`config.mk`:
```
export PLATFORM = sky130hd
export DESIGN_NAME = branch_target_unit
export DESIGN_NICKNAME = d
export VERILOG_FILES = /design/src/rtl/branch_target_pkg.sv /design/src/rtl/branch_cond_eval.sv /design/src/rtl/branch_target_calc.sv /design/src/rtl/branch_target_unit.sv
export SDC_FILE = /design/constraint.sdc
export NUM_CORES = 1
export LEC_CHECK = 0
export BUFFER_PORTS_ARGS = -buffer_cell sky130_fd_sc_hd__buf_4
export CORE_MARGIN = 2
export CORE_UTILIZATION = 50
export CTS_CLUSTER_DIAMETER = 200
export CTS_CLUSTER_SIZE = 30
export DETAILED_ROUTE_END_ITERATION = 7
export HOLD_SLACK_MARGIN = 0.03
export PLACE_DENSITY_LB_ADDON = 0.12
export SYNTH_ARGS = -nofsm -noshare
export SYNTH_HDL_FRONTEND = slang
export SYNTH_HIERARCHICAL = 1
export SYNTH_SLANG_ARGS = --single-unit
```
`constraint.sdc`:
```
create_clock -name clk -period 0.8 [get_ports clk]
set_input_delay 0.12 -clock clk [delete_from_list [all_inputs] [get_ports clk]]
set_output_delay 0.12 -clock clk [all_outputs]
set_load 0.01 [all_outputs]
```
`src/rtl/branch_target_pkg.sv`:
```
package branch_target_pkg;

  typedef enum logic [2:0] {
    BK_NEAR = 3'd0,
    BK_COND = 3'd1,
    BK_LHI  = 3'd2,
    BK_LLO  = 3'd3,
    BK_XCHG = 3'd4
  } br_kind_e;

  localparam int FLAG_N = 3;
  localparam int FLAG_Z = 2;
  localparam int FLAG_C = 1;
  localparam int FLAG_V = 0;

  // Condition test over N Z C V, one code per line of R4.
  function automatic logic cond_holds(input logic [3:0] code, input logic [3:0] f);
    logic n, z, c, v;
    n = f[FLAG_N];
    z = f[FLAG_Z];
    c = f[FLAG_C];
    v = f[FLAG_V];
    unique case (code)
      4'd0:  cond_holds = z;
      4'd1:  cond_holds = !z;
      4'd2:  cond_holds = c;
      4'd3:  cond_holds = !c;
      4'd4:  cond_holds = n;
      4'd5:  cond_holds = !n;
      4'd6:  cond_holds = v;
      4'd7:  cond_holds = !v;
      4'd8:  cond_holds = c && !z;
      4'd9:  cond_holds = !c || z;
      4'd10: cond_holds = (n == v);
      4'd11: cond_holds = (n != v);
      4'd12: cond_holds = !z && (n == v);
      4'd13: cond_holds = z || (n != v);
      4'd14: cond_holds = 1'b1;
      default: cond_holds = 1'b0;
    endcase
  endfunction

endpackage

```
`src/rtl/branch_cond_eval.sv`:
```
module branch_cond_eval
  import branch_target_pkg::*;
(
  input  logic [3:0] cond,
  input  logic [3:0] flags,
  output logic       pass
);
  always_comb pass = cond_holds(cond, flags);
endmodule

```
`src/rtl/branch_target_calc.sv`:
```
module branch_target_calc #(
  parameter int AW      = 32,
  parameter int LONG_W  = 11,
  parameter int SHORT_W = 8
) (
  input  logic [LONG_W-1:0] imm,
  input  logic [AW-1:0]     pc_cur,
  input  logic [AW-1:0]     next_addr,
  input  logic [AW-1:0]     link_in,
  input  logic [AW-1:0]     reg_val,
  output logic [AW-1:0]     near_tgt,
  output logic [AW-1:0]     cond_tgt,
  output logic [AW-1:0]     hi_link,
  output logic [AW-1:0]     lo_tgt,
  output logic [AW-1:0]     lo_link,
  output logic [AW-1:0]     xchg_tgt
);
  localparam int HI_SHIFT = LONG_W + 1;

  function automatic logic [AW-1:0] sext_long(input logic [LONG_W-1:0] f);
    return {{(AW-LONG_W){f[LONG_W-1]}}, f};
  endfunction

  function automatic logic [AW-1:0] sext_short(input logic [SHORT_W-1:0] f);
    return {{(AW-SHORT_W){f[SHORT_W-1]}}, f};
  endfunction

  function automatic logic [AW-1:0] zext_long(input logic [LONG_W-1:0] f);
    return {{(AW-LONG_W){1'b0}}, f};
  endfunction

  function automatic logic [AW-1:0] even(input logic [AW-1:0] a);
    return {a[AW-1:1], 1'b0};
  endfunction

  always_comb begin
    near_tgt = even(pc_cur + (sext_long(imm) << 1));
    cond_tgt = even(pc_cur + (sext_short(imm[SHORT_W-1:0]) << 1));
    hi_link  = pc_cur + (sext_long(imm) << HI_SHIFT);
    lo_tgt   = even(link_in + (zext_long(imm) << 1));
    lo_link  = {next_addr[AW-1:1], 1'b1};
    xchg_tgt = even(reg_val);
  end
endmodule

```
`src/rtl/branch_target_unit.sv`:
```
module branch_target_unit
  import branch_target_pkg::*;
#(
  parameter int AW      = 32,
  parameter int LONG_W  = 11,
  parameter int SHORT_W = 8
) (
  input  logic              clk,
  input  logic              rst_n,
  input  logic              req_valid,
  input  logic [2:0]        kind,
  input  logic [LONG_W-1:0] imm,
  input  logic [3:0]        cond,
  input  logic [3:0]        flags,
  input  logic [AW-1:0]     pc_cur,
  input  logic [AW-1:0]     next_addr,
  input  logic [AW-1:0]     link_in,
  input  logic [AW-1:0]     reg_val,
  output logic              out_valid,
  output logic              taken,
  output logic [AW-1:0]     pc_out,
  output logic              lr_we,
  output logic [AW-1:0]     lr_out,
  output logic              state_we,
  output logic              state_bit
);
  logic          cond_ok;
  logic [AW-1:0] near_tgt, cond_tgt, hi_link, lo_tgt, lo_link, xchg_tgt;
  logic          nx_taken, nx_lr_we, nx_state_we, nx_state_bit;
  logic [AW-1:0] nx_pc, nx_lr;
  br_kind_e      k;

  branch_cond_eval u_cond (
    .cond (cond),
    .flags(flags),
    .pass (cond_ok)
  );

  branch_target_calc #(.AW(AW), .LONG_W(LONG_W), .SHORT_W(SHORT_W)) u_calc (
    .imm      (imm),
    .pc_cur   (pc_cur),
    .next_addr(next_addr),
    .link_in  (link_in),
    .reg_val  (reg_val),
    .near_tgt (near_tgt),
    .cond_tgt (cond_tgt),
    .hi_link  (hi_link),
    .lo_tgt   (lo_tgt),
    .lo_link  (lo_link),
    .xchg_tgt (xchg_tgt)
  );

  always_comb begin
    k            = br_kind_e'(kind);
    nx_taken     = 1'b0;
    nx_pc        = '0;
    nx_lr_we     = 1'b0;
    nx_lr        = '0;
    nx_state_we  = 1'b0;
    nx_state_bit = 1'b0;
    if (req_valid) begin
      case (k)
        BK_NEAR: begin
          nx_taken = 1'b1;
          nx_pc    = near_tgt;
        end
        BK_COND: begin
          nx_taken = cond_ok;
          nx_pc    = cond_ok ? cond_tgt : '0;
        end
        BK_LHI: begin
          nx_lr_we = 1'b1;
          nx_lr    = hi_link;
        end
        BK_LLO: begin
          nx_taken = 1'b1;
          nx_pc    = lo_tgt;
          nx_lr_we = 1'b1;
          nx_lr    = lo_link;
        end
        BK_XCHG: begin
          nx_taken     = 1'b1;
          nx_pc        = xchg_tgt;
          nx_state_we  = 1'b1;
          nx_state_bit = reg_val[0];
        end
        default: ;
      endcase
    end
  end

  always_ff @(posedge clk or negedge rst_n) begin
    if (!rst_n) begin
      out_valid <= 1'b0;
      taken     <= 1'b0;
      pc_out    <= '0;
      lr_we     <= 1'b0;
      lr_out    <= '0;
      state_we  <= 1'b0;
      state_bit <= 1'b0;
    end else begin
      out_valid <= req_valid;
      taken     <= nx_taken;
      pc_out    <= nx_pc;
      lr_we     <= nx_lr_we;
      lr_out    <= nx_lr;
      state_we  <= nx_state_we;
      state_bit <= nx_state_bit;
    end
  end
endmodule

```
# [Yosys cells after proc, flatten, opt, wreduce, memory -nomap -nowiden]
# Index checks and enable logic that the tools add are counted.
[totals] register_bits=69 in_bits=153 output_inout_bits=69 elab_cells=57
[classes] add_sub_neg=4 eq_ne=20 n_mux=14 n_reduce_logical=12
[op_table] op="case mux 32 bit (4 select lines)" count=1
[op_table] op="adder 32 bit" count=3
[op_table] op="two-way mux 32 bit" count=3
[op_table] op="case mux 32 bit (2 select lines)" count=1
[op_table] op="adder 32 x 12 -> 32 bit" count=1
[op_table] op="equality test 4 bit, second input constant" count=7
[op_table] op="equality test 4 x 3 -> 1 bit, second input constant" count=4
[op_table] op="case mux 1 bit (15 select lines)" count=1
[op_table] op="equality test 4 x 2 -> 1 bit, second input constant" count=2
[op_table] op="two-way mux 1 bit" count=7
[op_table] op="equality test 3 x 2 -> 1 bit, second input constant" count=2
[op_table] op="equality test 4 x 1 -> 1 bit, second input constant" count=1
[op_table] op="zero test 1 bit" count=4
[op_table] op="zero test 4 bit" count=1
[op_table] op="equality test 3 x 1 -> 1 bit, second input constant" count=1
[op_table] op="equality test 3 bit, second input constant" count=1
[op_table] op="zero test 3 bit" count=1
[op_table] op="OR reduction 3 bit" count=1
[op_table] op="logical AND 1 bit" count=2
[op_table] op="logical OR 1 bit" count=2
[op_table] op="case mux 1 bit (2 select lines)" count=1
[op_table] op="OR reduction 2 bit" count=1
[op_table] op="equality test 1 bit" count=1
[op_table] op="inequality test 1 bit" count=1

# [Depth between registers and ports, before layout]
[depth] depth_word=6 mapped_depth=13 ltp_nobuf=13

# [Cells and area by module]
# The synthesis kept the hierarchy.
[modules_own_cells] module="branch_target_calc" n_inst=1 cells_each=661 area_per_inst_um2=4699.5 seq_area_each_um2=0.0
[modules_own_cells] module="branch_target_unit" n_inst=1 cells_each=305 area_per_inst_um2=3348.2 seq_area_each_um2=1726.7
[modules_own_cells] module="branch_cond_eval" n_inst=1 cells_each=28 area_per_inst_um2=193.9 seq_area_each_um2=0.0

# [Least setup slack after synthesis]
# Ideal clock, no wire load.
[synth_timing] kind="input -> register" from="input imm[0]" to="register pc_out[25]" setup_time_ps=124 arrival_time_ps=2876 required_time_ps=676 setup_slack_ps=-2200 cell_stages=13 path_buffers=0 cell_sequence="ha_1 fa_1 a211o_1 a31oi_1 o211a_1 nand4b_1 a21oi_1 nor3_1 o21ai_0 xor2_1 mux2_1 a22oi_1 a21oi_1"
[synth_between] elab_cells_between_ends=6 cone_classes="add/sub: 3; mux: 3"
[synth_rtl] item="start, declared" line_no="branch_target_unit.sv:12" source="input logic [LONG_W-1:0] imm,"
[synth_rtl] item="adder 32 bit" line_no="branch_target_calc.sv:37" source="near_tgt = even(pc_cur + (sext_long(imm) << 1));"
[synth_rtl] item="via near_tgt[25]" line_no="branch_target_unit.sv:28" source="logic [AW-1:0] near_tgt, cond_tgt, hi_link, lo_tgt, lo_link, xchg_tgt;"
[synth_rtl] item="case mux 32 bit (4 select lines)" line_no="branch_target_unit.sv:62" source="case (k)"
[synth_rtl] item="two-way mux 32 bit" line_no="branch_target_unit.sv:61" source="if (req_valid) begin"
[synth_rtl] item="via nx_pc[25]" line_no="branch_target_unit.sv:30" source="logic [AW-1:0] nx_pc, nx_lr;"
[synth_rtl] item="end signal, assigned" line_no="branch_target_unit.sv:104" source="pc_out <= nx_pc;"
[synth_rtl] item="end, declared" line_no="branch_target_unit.sv:21" source="output logic [AW-1:0] pc_out,"
# The timed path passes the listed nets, and every way through them passes these cells.

# [Worst setup path in the final report]
[layout_timing] from="input pc_cur[1]" to="register pc_out[25]"
[layout_between] elab_cells_between_ends=5 cone_classes="add/sub: 2; mux: 3"
[layout_rtl] item="start, declared" line_no="branch_target_unit.sv:15" source="input logic [AW-1:0] pc_cur,"
[layout_rtl] item="adder 32 bit" line_no="branch_target_calc.sv:37"
[layout_rtl] item="via near_tgt[25]" line_no="branch_target_unit.sv:28"
[layout_rtl] item="case mux 32 bit (4 select lines)" line_no="branch_target_unit.sv:62"
[layout_rtl] item="two-way mux 32 bit" line_no="branch_target_unit.sv:61"
[layout_rtl] item="via nx_pc[25]" line_no="branch_target_unit.sv:30"
# The timed path passes the listed nets, and every way through them passes these cells.

==> summary.md <==
| Metric | Value |
|---|---|
| Slew Viols, Final | 0 |
| 1st-pass router iterations | 5 |
| IO buf count | 219 |
| Max stage delay on crit path | 0.37 ns |
| Startpoint class of the critical path | input pin |
| Area leader, netlist | dfrtp_1 |
| Largest net degree at the start of global routing | 39 |
| Critical-path cell list | buf_8 > ha_4 > fa_2 > a211o_4 > a31oi_4 > o211a_1 > nand4b_1 > a21oi_2 > nor3_4 > o21ai_1 > xor2_1 > mux2_4 > a22oi_2 > a21oi_1 |
| Async SR Flop Fraction | 100% |
| DR DRC count | 0 |
| Drt initial violations | 1035 |
| Synth area leaders | dfrtp_1 21%, ha_1 11%, buf_4 8.1% |
| CP max FO | 4 |
| Initial Util | 51.5% |
| Root Buffer | clkbuf_16 |
| Hold Path Depth | 3 |
| H-tree depth | 3 |
| Max_cap viols | 0 |
| CP max stage cell | a211o_4 |
| WHS | 0.0561 ns |
| Critical path arrival | 2.91 ns |
| Final Critical Period | 2.67 ns |
| Slew margin rel. | 64.2% |
| Yosys warns | 6 |
| ANT nets after route | 0 |
| Run status | finished, violations left |
| Pwr Density | 1260 nW/um^2 |
| Max Clk Rate | 374 MHz |
| Area Growth Syn to Fin | 75.7% |
| Antenna cells | 0 |
| Die Height | 132 um |
| TritonCTS clock tree | built |
| Nets | 1696 |
| CTS max path bufs | 2 |
| Drt via density | 6.31 |
| Min-Delay Path Class | input pin to register |
| Seq cells post-synth | 69 |
| Critical Path RT | 1.04 ns |
| Post-synth cell types | 69 |
| Placer congestion estimate | 0.940 |
| Sw Share | 38.2% |
| Post-DP Area | 12200 um^2 |
| Vias in the first global route | 9961 |
| HP Start | next_addr[19] |
| Maximum vdd drop | 1.15 mV |
| Fill cell total of the finished layout | 687 |
| CP Buf/Inv Count | 1 |
| Dpl ws | -2.23 ns |
| GRT overflow | 0 |
| Failing checks | negative setup slack |
| Post-Syn Area | 8240 um^2 |
| Combinational share of power | 57.9% |
| Setup_tns | -74.95 ns |
| HPWL Detailed | 22400 um |
| Synth Instances | 994 |
| Synth top area share | 21.0% |
| WHS Endpoint | lr_out[19]$_DFF_PN0_ |
| Die X | 132 um |
| Most common cell in the netlist | a21oi_1 |
| CP top delay family | compound AO/OA/AOI/OAI gates |
| CTS buffer count | 9 |
| Core Region | 16000 um^2 |
| Die Area | 17500 um^2 |
| Flop pwr share | 20.4% |
| Critical path class | input pin to register |
| Final hold vios | 0 |
| DR WL/cell | 23.7 um |
| Final worst-path cycle share | 334% |
| Core Rows | 46 |
| End-of-flow core utilization | 90.5% |
| Clock power share | 21.7% |
| Num Clock Sinks | 69 |
| Unrepaired setup endpoints after global routing | yes |
| Post-synth EDFFs | 0 |
| Clock slew at reported path FFs | 0.06 ns |
| Total wire length | 40100 um |
| Final worst slack | -1.87 ns |
| Sw Pwr | 6940 uW |
| Leakage | 0.00674 uW |
| Cell Int Power | 11200 uW |
| Crit. End Element | register |
| Synth cell count leaders | 104 x a21oi_1, 89 x buf_4, 82 x nand2_1 |
| Ratio of cells with drive above 1 in the final layout | 58.2% |
| Sequential area share after synthesis | 21.0% |
| Ports | 222 |
| All-Layer GR Usage | 36.5% |
| Post-route cell area | 14500 um^2 |
| Ys flop type | dfrtp_1 |
| Worst Tran Pin Value | 0.535 ns |
| Final setup violation count | 131 |
| Syn Area/Cell | 8.29 um^2 |
| First-pass GRT wire length | 51400 um |
| Initial antenna violation count | 0 |
| DR vias | 10665 |
==> worst max path at each step <==
| stage | from | to | slack (ns) | depth (start not counted) |
|---|---|---|---|---|
| after floorplan | imm[0] | pc_out[25]$_DFF_PN0_ | -1.85 | 13 |
| after global placement | imm[0] | pc_out[31]$_DFF_PN0_ | -2.13 | 14 |
| after detailed placement | imm[0] | pc_out[31]$_DFF_PN0_ | -2.23 | 14 |
| after CTS | pc_cur[1] | pc_out[25]$_DFF_PN0_ | -1.79 | 14 |
| after global routing | pc_cur[1] | pc_out[25]$_DFF_PN0_ | -1.93 | 14 |
| final | pc_cur[1] | pc_out[25]$_DFF_PN0_ | -1.87 | 14 |
==> flip-flops by register name, summed over array words and instances, names as in the netlist <==
| register | count |
|---|---|
| lr_out | 32 |
| lr_we | 1 |
| out_valid | 1 |
| pc_out | 32 |
| state_bit | 1 |
| state_we | 1 |
| taken | 1 |
==> area by class of cell <==
class                      count  area (um^2)  area share, %
tap                          216          270           1.87
inverter                      16         60.1          0.415
clock inverter                 3         21.3          0.147
timing repair buffer         591         5140           35.5
multi-input combinational    781         7020           48.5
clock buffer                  13          250           1.73
sequential                    69         1730           11.9
==> timing repair <==
action	4_1_cts	5_1_grt
hold buffers	2	0
setup buffers	31	28
pin swaps	104	106
setup endpoints to repair	133	134
endpoints found under the hold margin	70	0
cloned	2	1
gates resized for setup	242	96
==> power groups by stage <==
| stage | clock network, uW | logic, uW | registers, uW |
|---|---|---|---|
| final | 3950 | 10500 | 3720 |
| after global routing | 4120 | 10900 | 3720 |
| after CTS | 3800 | 8940 | 3710 |
| after detailed placement | 0 | 7770 | 3740 |
| after global placement | 0 | 7650 | 3740 |
| after floorplan | 0 | 4300 | 3810 |
==> metal layers <==
layer	wire (um)	GRT usage [%]	vias to the layer above
li1	-	-	4465
met2	18700	61.3	893
met4	2810	14.0	0
met3	4040	5.50	287
met1	14500	47.3	5020
met5	0	0	-
==> through the flow <==
step                      total power (uW)  cells
after global routing                 18700   1689
after detailed placement             11500   1620
after global placement               11400   1620
after CTS                            16400   1667
after floorplan                       8110    997
final                                18200   1689
==> layout by cell type, fill, tap and decap left out, types with 5 or more instances in the layout <==
| cell | count |
|---|---|
| o21ai_0 | 21 |
| nand2b_1 | 11 |
| xnor2_2 | 14 |
| xor2_1 | 38 |
| buf_12 | 18 |
| inv_1 | 16 |
| nor3_1 | 7 |
| clkbuf_16 | 10 |
| nor2_1 | 32 |
| xnor2_1 | 40 |
| nand3_1 | 18 |
| o21ai_2 | 14 |
| dfrtp_1 | 69 |
| o21bai_1 | 8 |
| nor2_4 | 5 |
| nand2_1 | 74 |
| a211oi_2 | 5 |
| a21oi_1 | 62 |
| a31oi_1 | 6 |
| buf_6 | 100 |
| nand4_1 | 12 |
| o211ai_1 | 6 |
| ha_1 | 39 |
| nor2_2 | 6 |
| a21oi_2 | 40 |
| conb_1 | 5 |
| a22oi_2 | 44 |
| mux2_4 | 15 |
| a21o_1 | 28 |
| ha_4 | 29 |
| and3_1 | 10 |
| nor2b_1 | 40 |
| buf_8 | 5 |
| mux2_2 | 15 |
| a22oi_1 | 20 |
| buf_4 | 463 |
| nand2_2 | 5 |
==> cells by family (layout without fill, tap and decap cells) <==
family / Yosys count / in the layout / synth area share [%]
other: 2 / 5 / 0.0911
buffers and inverters: 147 / 623 / 11.8
xor gates and xnor gates: 96 / 96 / 10.3
and+or+nand+nor: 260 / 260 / 16.1
AOI/OAI and AO/OA: 311 / 311 / 24.5
muxes: 34 / 34 / 4.66
adders and majority gates: 75 / 75 / 11.7
DFF: 69 / 69 / 21.0
Note: power is estimated with default switching activity, not from simulation.
